File: src/rtl/lsu_lane_pkg.sv
package lsu_lane_pkg;
  localparam int WORD_W = 32;
  localparam int LANE_W = 8;
  localparam int LANES  = WORD_W / LANE_W;
  localparam int OFS_W  = $clog2(LANES);
  localparam int HALF_W = WORD_W / 2;

  typedef enum logic [1:0] {
    SZ_BYTE = 2'b00,
    SZ_HALF = 2'b01,
    SZ_WORD = 2'b10,
    SZ_WALT = 2'b11
  } acc_size_e;

  typedef struct packed {
    acc_size_e        size;
    logic             zero_ext;
    logic [OFS_W-1:0] ofs;
  } load_ctx_t;

  function automatic logic is_word(acc_size_e s);
    return (s == SZ_WORD) || (s == SZ_WALT);
  endfunction

  function automatic logic bad_align(acc_size_e s, logic [OFS_W-1:0] ofs);
    if (s == SZ_HALF) return ofs[0];
    if (is_word(s))   return (ofs != '0);
    return 1'b0;
  endfunction

  // lane 0 is the most significant lane (big-endian)
  function automatic logic lane_hit(acc_size_e s, logic [OFS_W-1:0] ofs, int lane);
    logic [OFS_W-1:0] l;
    l = OFS_W'(lane);
    if (s == SZ_BYTE) return ofs == l;
    if (s == SZ_HALF) return ofs[OFS_W-1] == l[OFS_W-1];
    return 1'b1;
  endfunction

  function automatic logic [WORD_W-1:0] replicate(acc_size_e s, logic [WORD_W-1:0] d);
    if (s == SZ_BYTE) return {LANES{d[LANE_W-1:0]}};
    if (s == SZ_HALF) return {2{d[HALF_W-1:0]}};
    return d;
  endfunction

  function automatic logic [WORD_W-1:0] extend_byte(logic [LANE_W-1:0] b, logic zext);
    return {{(WORD_W-LANE_W){b[LANE_W-1] & ~zext}}, b};
  endfunction

  function automatic logic [WORD_W-1:0] extend_half(logic [HALF_W-1:0] h, logic zext);
    return {{(WORD_W-HALF_W){h[HALF_W-1] & ~zext}}, h};
  endfunction
endpackage

File: src/rtl/lsu_addr_gen.sv
module lsu_addr_gen
  import lsu_lane_pkg::*;
#(
  parameter int ADDR_W = 32,
  parameter int DISP_W = 16
) (
  input  logic [ADDR_W-1:0]       base,
  input  logic [DISP_W-1:0]       disp,
  input  acc_size_e               size,
  output logic [ADDR_W-OFS_W-1:0] word_addr,
  output logic [OFS_W-1:0]        ofs,
  output logic                    misaligned
);
  localparam int EXT_W = ADDR_W - DISP_W;

  logic [ADDR_W-1:0] disp_sx;
  logic [ADDR_W-1:0] ea;

  assign disp_sx    = {{EXT_W{disp[DISP_W-1]}}, disp};
  assign ea         = base + disp_sx;
  assign word_addr  = ea[ADDR_W-1:OFS_W];
  assign ofs        = ea[OFS_W-1:0];
  assign misaligned = bad_align(size, ofs);
endmodule

File: src/rtl/lsu_store_lane.sv
module lsu_store_lane
  import lsu_lane_pkg::*;
(
  input  acc_size_e         size,
  input  logic [OFS_W-1:0]  ofs,
  input  logic              misaligned,
  input  logic [WORD_W-1:0] sdata,
  output logic [LANES-1:0]  be,
  output logic [WORD_W-1:0] wdata
);
  for (genvar i = 0; i < LANES; i++) begin : g_lane
    assign be[LANES-1-i] = ~misaligned & lane_hit(size, ofs, i);
  end

  assign wdata = replicate(size, sdata);
endmodule

File: src/rtl/lsu_load_lane.sv
module lsu_load_lane
  import lsu_lane_pkg::*;
(
  input  logic [WORD_W-1:0] word,
  input  load_ctx_t         ctx,
  output logic [WORD_W-1:0] data
);
  logic [LANE_W-1:0] lane_b [LANES];
  logic [HALF_W-1:0] half_v;

  for (genvar i = 0; i < LANES; i++) begin : g_pick
    assign lane_b[i] = word[WORD_W-1-LANE_W*i -: LANE_W];
  end

  assign half_v = ctx.ofs[OFS_W-1] ? word[HALF_W-1:0] : word[WORD_W-1:HALF_W];

  always_comb begin
    if (ctx.size == SZ_BYTE)      data = extend_byte(lane_b[ctx.ofs], ctx.zero_ext);
    else if (ctx.size == SZ_HALF) data = extend_half(half_v, ctx.zero_ext);
    else                          data = word;
  end
endmodule

File: src/rtl/lsu_lane_unit.sv
module lsu_lane_unit
  import lsu_lane_pkg::*;
#(
  parameter int ADDR_W = 32,
  parameter int DISP_W = 16
) (
  input  logic                    clk,
  input  logic                    rst_n,
  input  logic                    req_valid,
  input  logic                    req_store,
  input  logic [1:0]              req_size,
  input  logic                    req_unsigned,
  input  logic [ADDR_W-1:0]       base,
  input  logic [DISP_W-1:0]       disp,
  input  logic [31:0]             store_data,
  output logic                    mem_valid,
  output logic                    mem_we,
  output logic [ADDR_W-3:0]       mem_addr,
  output logic [3:0]              mem_be,
  output logic [31:0]             mem_wdata,
  output logic                    misalign,
  input  logic                    rsp_valid,
  input  logic [31:0]             rsp_word,
  output logic                    load_valid,
  output logic [31:0]             load_data
);
  localparam int WA_W = ADDR_W - OFS_W;

  acc_size_e         size_w;
  logic [WA_W-1:0]   word_addr_w;
  logic [OFS_W-1:0]  ofs_w;
  logic              mis_w;
  logic [LANES-1:0]  be_w;
  logic [WORD_W-1:0] wdata_w;
  logic [WORD_W-1:0] load_w;
  logic              accept_w;
  logic              ld_capture_w;
  load_ctx_t         ctx_q;

  assign size_w       = acc_size_e'(req_size);
  assign accept_w     = req_valid & ~mis_w;
  assign ld_capture_w = accept_w & ~req_store;

  lsu_addr_gen #(.ADDR_W(ADDR_W), .DISP_W(DISP_W)) u_addr (
    .base(base), .disp(disp), .size(size_w),
    .word_addr(word_addr_w), .ofs(ofs_w), .misaligned(mis_w)
  );

  lsu_store_lane u_store (
    .size(size_w), .ofs(ofs_w), .misaligned(mis_w),
    .sdata(store_data), .be(be_w), .wdata(wdata_w)
  );

  lsu_load_lane u_load (
    .word(rsp_word), .ctx(ctx_q), .data(load_w)
  );

  always_ff @(posedge clk or negedge rst_n) begin
    if (!rst_n) begin
      mem_valid  <= 1'b0;
      mem_we     <= 1'b0;
      mem_addr   <= '0;
      mem_be     <= '0;
      mem_wdata  <= '0;
      misalign   <= 1'b0;
      ctx_q      <= '0;
      load_valid <= 1'b0;
      load_data  <= '0;
    end else begin
      mem_valid  <= accept_w;
      mem_we     <= accept_w & req_store;
      mem_be     <= req_valid ? be_w : '0;
      misalign   <= req_valid & mis_w;
      if (req_valid) mem_addr <= word_addr_w;
      if (req_valid && req_store) mem_wdata <= wdata_w;
      if (ld_capture_w) ctx_q <= '{size: size_w, zero_ext: req_unsigned, ofs: ofs_w};
      load_valid <= rsp_valid;
      if (rsp_valid) load_data <= load_w;
    end
  end
endmodule

File: config.mk
export PLATFORM = sky130hd
export DESIGN_NAME = lsu_lane_unit
export DESIGN_NICKNAME = d
export VERILOG_FILES = /design/src/rtl/lsu_lane_pkg.sv /design/src/rtl/lsu_addr_gen.sv /design/src/rtl/lsu_store_lane.sv /design/src/rtl/lsu_load_lane.sv /design/src/rtl/lsu_lane_unit.sv
export SDC_FILE = /design/constraint.sdc
export NUM_CORES = 1
export LEC_CHECK = 0
export ABC_AREA = 1
export BUFFER_PORTS_ARGS = -buffer_cell sky130_fd_sc_hd__buf_2
export CORE_ASPECT_RATIO = 0.75
export CORE_MARGIN = 3
export CORE_UTILIZATION = 52
export DETAILED_ROUTE_END_ITERATION = 12
export GPL_ROUTABILITY_DRIVEN = 0
export HOLD_SLACK_MARGIN = 0.03
export PLACE_DENSITY = 0.83
export SYNTH_ARGS = -nofsm -noshare
export SYNTH_HDL_FRONTEND = slang
export SYNTH_SLANG_ARGS = --single-unit
File: constraint.sdc
create_clock -name clk -period 1.6 [get_ports clk]
set_input_delay 0 -clock clk [delete_from_list [all_inputs] [get_ports clk]]
set_output_delay 0 -clock clk [all_outputs]
set_load 0.02 [all_outputs]
* Word level (Yosys, flattened, before mapping)
Index checks and enable logic that the tools add are counted.
** Operators by class
- Muxes and demuxes :: 36
- Equality and inequality tests :: 7
- Add/sub/neg operators :: 1
- Magnitude comparators :: 1
- Reduce and logical (&&, ||, !) cells :: 6
- Bitwise gates (word level) :: 15
** Operator list (number)
- $mux W32 :: 6
- $add A32 B32 Y32 :: 1
- $mux W1 :: 25
- $bmux W8 S2 :: 1
- $mux W16 :: 1
- $mux W8 :: 2
- $and A1 B1 Y1 :: 10
- $eq A2 B2 Y1 const B :: 4
- $eq A2 B1 Y1 const B :: 3
- $logic_not A2 Y1 :: 3
- $mux W4 :: 1
- $not A1 Y1 :: 4
- $ge A3 B3 Y1 const B :: 1
- $not A2 Y3 :: 1
- $reduce_bool A2 Y1 :: 1
- $logic_and A1 B1 Y1 :: 1
- $logic_or A1 B1 Y1 :: 1
** Word-level totals
- Register bits :: 107
- Logic and storage cells :: 77

* Depth between registers and ports, before layout
- Word-level depth :: 9
- Depth in mapped cells :: 13
- Depth with buffers taken out :: 13

* Cells and area by module
Synthesis repeated with hierarchy kept, for this count alone.
** Second synthesis, totals
- Cell total of the unflattened synthesis :: 1297
- Area, all modules :: 8140.3 um^2
** By module, submodules not included
- lsu_lane_unit :: area an instance 4077.7 um^2, times used 1, cells an instance 446, sequential area each 2677.6 um^2
- lsu_addr_gen :: area an instance 2397.3 um^2, times used 1, cells an instance 497, sequential area each 0.0 um^2
- lsu_load_lane :: area an instance 1159.9 um^2, times used 1, cells an instance 245, sequential area each 0.0 um^2
- lsu_store_lane :: area an instance 505.5 um^2, times used 1, cells an instance 109, sequential area each 0.0 um^2

* Worst setup path before layout
Ideal clock, no wire load.
- Path kind :: input to register
- Start point :: input port base[0]
- End point :: register ctx_q[2] (netlist bit)
- Library setup time :: 0.119 ns
- Stages on the path :: 12
- Path buffers :: 1
- Setup slack :: -0.150 ns
- Arrival time :: 1.631 ns
- Cell sequence :: ha_1 inv_1 fa_1 inv_2 a21oi_2 nor2_1 nor2_4 inv_2 or2_0 buf_4 nor2_2 a21oi_2
** Between the ends
- Word-level cells in the longest chain between the ends :: 8
- Elaborated cells between the ends (all ways) :: 9
- Classes of those cells :: 1 x add/sub; 4 x mux; 3 x bitwise; 1 x reduce/logical
** RTL lines
- start: declaration :: line lsu_lane_unit.sv:13 : input logic [ADDR_W-1:0] base,
- $add A32 B32 Y32 * :: line lsu_addr_gen.sv:20 : assign ea = base + disp_sx;
- $mux W1 / $reduce_bool A2 Y1 (equally long branches) :: line lsu_lane_pkg.sv:26, lsu_lane_pkg.sv:27
- $mux W1 :: line lsu_lane_pkg.sv:27 : if (is_word(s)) return (ofs != '0);
- $mux W1 :: line lsu_lane_pkg.sv:28 : return 1'b0;
- $mux W1 * :: line lsu_lane_pkg.sv:27
- $not A1 Y1 * :: line lsu_lane_unit.sv:41 : assign accept_w = req_valid & ~mis_w;
- $and A1 B1 Y1 * :: line lsu_lane_unit.sv:41
- via accept_w :: line lsu_lane_unit.sv:36 : logic accept_w;
- $and A1 B1 Y1 * :: line lsu_lane_unit.sv:42 : assign ld_capture_w = accept_w & ~req_store;
- end signal: assignment :: line lsu_lane_unit.sv:76 : if (ld_capture_w) ctx_q <= '{size: size_w, zero_ext: req_unsigned, ofs: ofs_w};
- end: declaration :: line lsu_lane_unit.sv:38 : load_ctx_t ctx_q;
The timed path passes the listed nets; every way through them passes the cells marked *. The select of a mux whose other input is x is not followed.
A chain may end at the register's enable or synchronous reset.

* Worst setup path after layout
- Start point :: input port base[0]
- End point :: register ctx_q[4] (netlist bit)
The elaborated chain is that of the path after synthesis.

==> flow_summary_export.csv <==
group,metric,value,unit
status,outcome,"completed",
sta,fmax,647,MHz
grt,grt_max_degree,46,
placed_design,dp_hpwl,16.8,mm
routing,firstDrtPassIters,7,
die,ios,222,
worst_setup_path,slowest_delay,0.60,ns
die,die_y,107,um
power_and_ir_drop,ir_drop,861,uV
power_and_ir_drop,power.density,1030,nW/um^2
worst_setup_path,crit_arrival,1.78,ns
power_and_ir_drop,seq_power_share,0.355,
worst_setup_path,cp-end-kind,"register",
routing,wire_per_inst,15.6,um
clock_tree,cts.sink_count,107,
min_path,holdCritPathClass,"input pin to register",
clock_tree,root_buffer,"clkbuf_16",
grt,grt_usage,0.311,
sta,period_needed,1.55,ns
sta,drv_slew,0,
worst_setup_path,r2r_setup_slack,0.14,ns
grt,antenna_found_initial,0,
worst_setup_path,cp_top_family,"adder cells",
die,num_rows,36,
placed_design,place_area,8660,um^2
grt,grt_pass1_vias,7640,
grt,grt_pass1_wl,37.9,mm
worst_setup_path,cp_common_cell,"inv_2",
power_and_ir_drop,p_sw,0.00383,W
synthesis,synth_area_leaders,"dfrtp_1 38%, nand2_1 19%, inv_1 6.4%",
power_and_ir_drop,power.leakage,5.29,nW
routing,via_per_inst,5.35,
clock_tree,path_clk_slew,0.07,ns
routing,post-route-drc-count,0,
finish,finalInstanceArea,9600,um^2
synthesis,syn_area,7030,um^2
worst_setup_path,cp_slowest_cell,"fa_2",
clock_tree,cts.path.max_buffers,2,
worst_setup_path,critPathMaxFanout,5,
sta,finalSetupViolCount,0,
sta,worst_pin_slew,0.527,ns
finish,final_core_util,0.732,
clock_tree,htree_levels,3,
worst_setup_path,timing.rr.start,"ctx_q[1]",
power_and_ir_drop,swShare,0.387,
die,die_w,140,um
routing,antenna_left,0,
die,die_area,15000,um^2
synthesis,synth.ff_latch_count,107,
finish,antennaDiodeCount,0,
die,start_util,0.536,
power_and_ir_drop,comb_power_share,0.390,
grt,gr-total-overflow,0,
synthesis,syn_inst,1035,
die,coreArea,13100,um^2
sta,maxSlewHeadroom,0.648,
worst_setup_path,crit_path_start_kind,"input pin",
synthesis,yosysWarnings,0,
routing,drtIter0Drc,607,
sta,rsz0062_at_grt,"true",
power_and_ir_drop,internal-power,0.00606,W
worst_setup_path,crit_end,"ctx_q[4]",
synthesis,syn_nets,1187,
worst_setup_path,path_depth,13,
routing,wl,23.8,mm
clock_tree,cts_tree,"built",
finish,nets,1500,
finish,drive_gt1_frac,0.237,
routing,vias,8155,
worst_setup_path,critPathBufInv,5,
synthesis,avgSynthCellArea,6.79,um^2
worst_setup_path,reg2reg_to,"load_data[9]",
clock_tree,numCtsBuffers,9,
synthesis,synth_seq_area_share,0.381,
synthesis,synth_top_area_cell,"dfrtp_1",
sta,hold_viol_final,0,
power_and_ir_drop,clkPwrFrac,0.256,
synthesis,synth.top_cell.area_share,0.381,
worst_setup_path,reg2reg_depth,8,
clock_tree,worstSkewPairLatency,0.35,ns
placed_design,port_buffers,221,
finish,areaGrowthSynthToFinish,36.5,%
job,maxCapViolCount,0,
worst_setup_path,crit_type,"input pin to register",
sta,finalClockSkew,0.00416,ns
sta,setup_tns,0,ns
worst_setup_path,path_cells,"buf_2, ha_4, inv_2, fa_2, inv_2, a21oi_4, nor2_2, nor2_4, inv_2, or2_1, buf_6, nand2_1, o21ai_1",
worst_setup_path,required,1.83,ns
synthesis,ys_types,37,
worst_setup_path,cp-startpoint,"base[0]",
sta,period_share,0.966,
==> cells in the final DEF (no fill, tap or decap), types with 2 or more instances in the layout <==
cell / n
nor2_2: 5
a31oi_1: 24
clkbuf_16: 9
nor3_1: 5
nand3_1: 55
or2_1: 3
bufinv_16: 2
buf_12: 2
dfrtp_1: 106
nand4_1: 3
o21ai_0: 21
dlygate4sd3_1: 57
o22ai_1: 7
nand3b_1: 4
nor2_1: 116
inv_2: 12
xnor2_1: 13
buf_2: 220
mux2_1: 7
inv_6: 2
inv_1: 118
o21bai_1: 3
o21a_1: 7
nor2_4: 2
nand2_1: 350
a21oi_1: 61
ha_1: 30
o21ai_2: 3
buf_4: 53
o21ai_1: 36
==> cell families after synthesis <==
kind of cell	count (synthesis)	share of synthesized area
mux	7	0.0112
simple gates	546	0.311
buf+inv	161	0.0893
fa+ha+maj	32	0.0580
flops	107	0.381
compound gates	169	0.134
xor+xnor	13	0.0162
==> worst min-delay path: stages <==
cell and delay, ns:
buf_2 0.13, inv_2 0.07, nor2_4 0.04, buf_4 0.12
==> Yosys cell counts, drive strengths merged <==
cell type,n
a21boi,1
buf,15
a21oi,63
o21ai,60
nor2,123
o21a,7
xnor2,13
a221oi,1
or2,3
nand3b,4
nor3,5
nand2,352
fa,1
a31oi,25
ha,31
a21o,1
nand3,55
o22ai,7
nand4,3
and2,1
clkbuf,16
mux2,7
inv,130
o21bai,3
o211ai,1
dfrtp,107
==> how the worst min path moves through the flow <==
stage | start | to | slack (ns) | depth (start not counted)
after floorplan | rst_n | ctx_q[0] | -0.30 | 0
after global placement | rst_n | mem_addr[15] | -0.09 | 1
after detailed placement | rst_n | mem_addr[22] | -0.08 | 1
after CTS | req_valid | mem_valid | 0.03 | 4
after global routing | req_valid | mem_valid | 0.04 | 4
final | req_valid | mem_valid | 0.04 | 4
==> area by class of cell <==
class,count,area (um^2)
clock buffer,10,229
clock inverter,6,105
fill,1030,3510
inverter,130,488
multi-input combinational,767,3760
sequential,107,2680
tap,171,214
timing repair buffer,333,2120
==> state kept, by name (all words and copies together), names as in the netlist <==
name	count
load_data	32
mem_wdata	32
mem_addr	30
ctx_q	5
mem_be	4
load_valid	1
mem_valid	1
mem_we	1
misalign	1
==> layer usage <==
metal  track usage  vias up  wire length, um
met5             0        -                0
met4        0.0685        0              422
met3        0.0718       43             2420
met2         0.485      466            10500
met1         0.447     3724            10500
li1              -     3922                -
==> power groups by stage <==
stage / Clock [W] / Combinational (W) / Sequential (W)
2_1_floorplan: 0 / 0.00168 / 0.00410
3_3_place_gp: 0 / 0.00356 / 0.00352
3_5_place_dp: 0 / 0.00364 / 0.00352
4_1_cts: 0.00256 / 0.00376 / 0.00349
5_1_grt: 0.00270 / 0.00420 / 0.00357
6_report: 0.00253 / 0.00386 / 0.00351
==> metrics by stage <==
stage	hold slack (ns)	std cells	setup slack [ns]	total power, W
after global routing	0.0388	1524	-0.00540	0.0105
final	0.0427	1524	0.0544	0.00989
after global placement	-0.0928	1450	-0.248	0.00708
after floorplan	-0.296	1035	-0.0718	0.00578
after CTS	0.0330	1523	0.0755	0.00982
after detailed placement	-0.0835	1450	-0.279	0.00716
==> repair_timing <==
| item | 4_1_cts | 5_1_grt |
|---|---|---|
| hold endpoints to repair | 168 | 0 |
| hold buffers | 57 | 0 |
| buffers inserted | 0 | 0 |
| gates resized for setup | 0 | 8 |
| endpoints found under the setup margin | 0 | 16 |
Note: power is estimated with default switching activity, not from simulation.
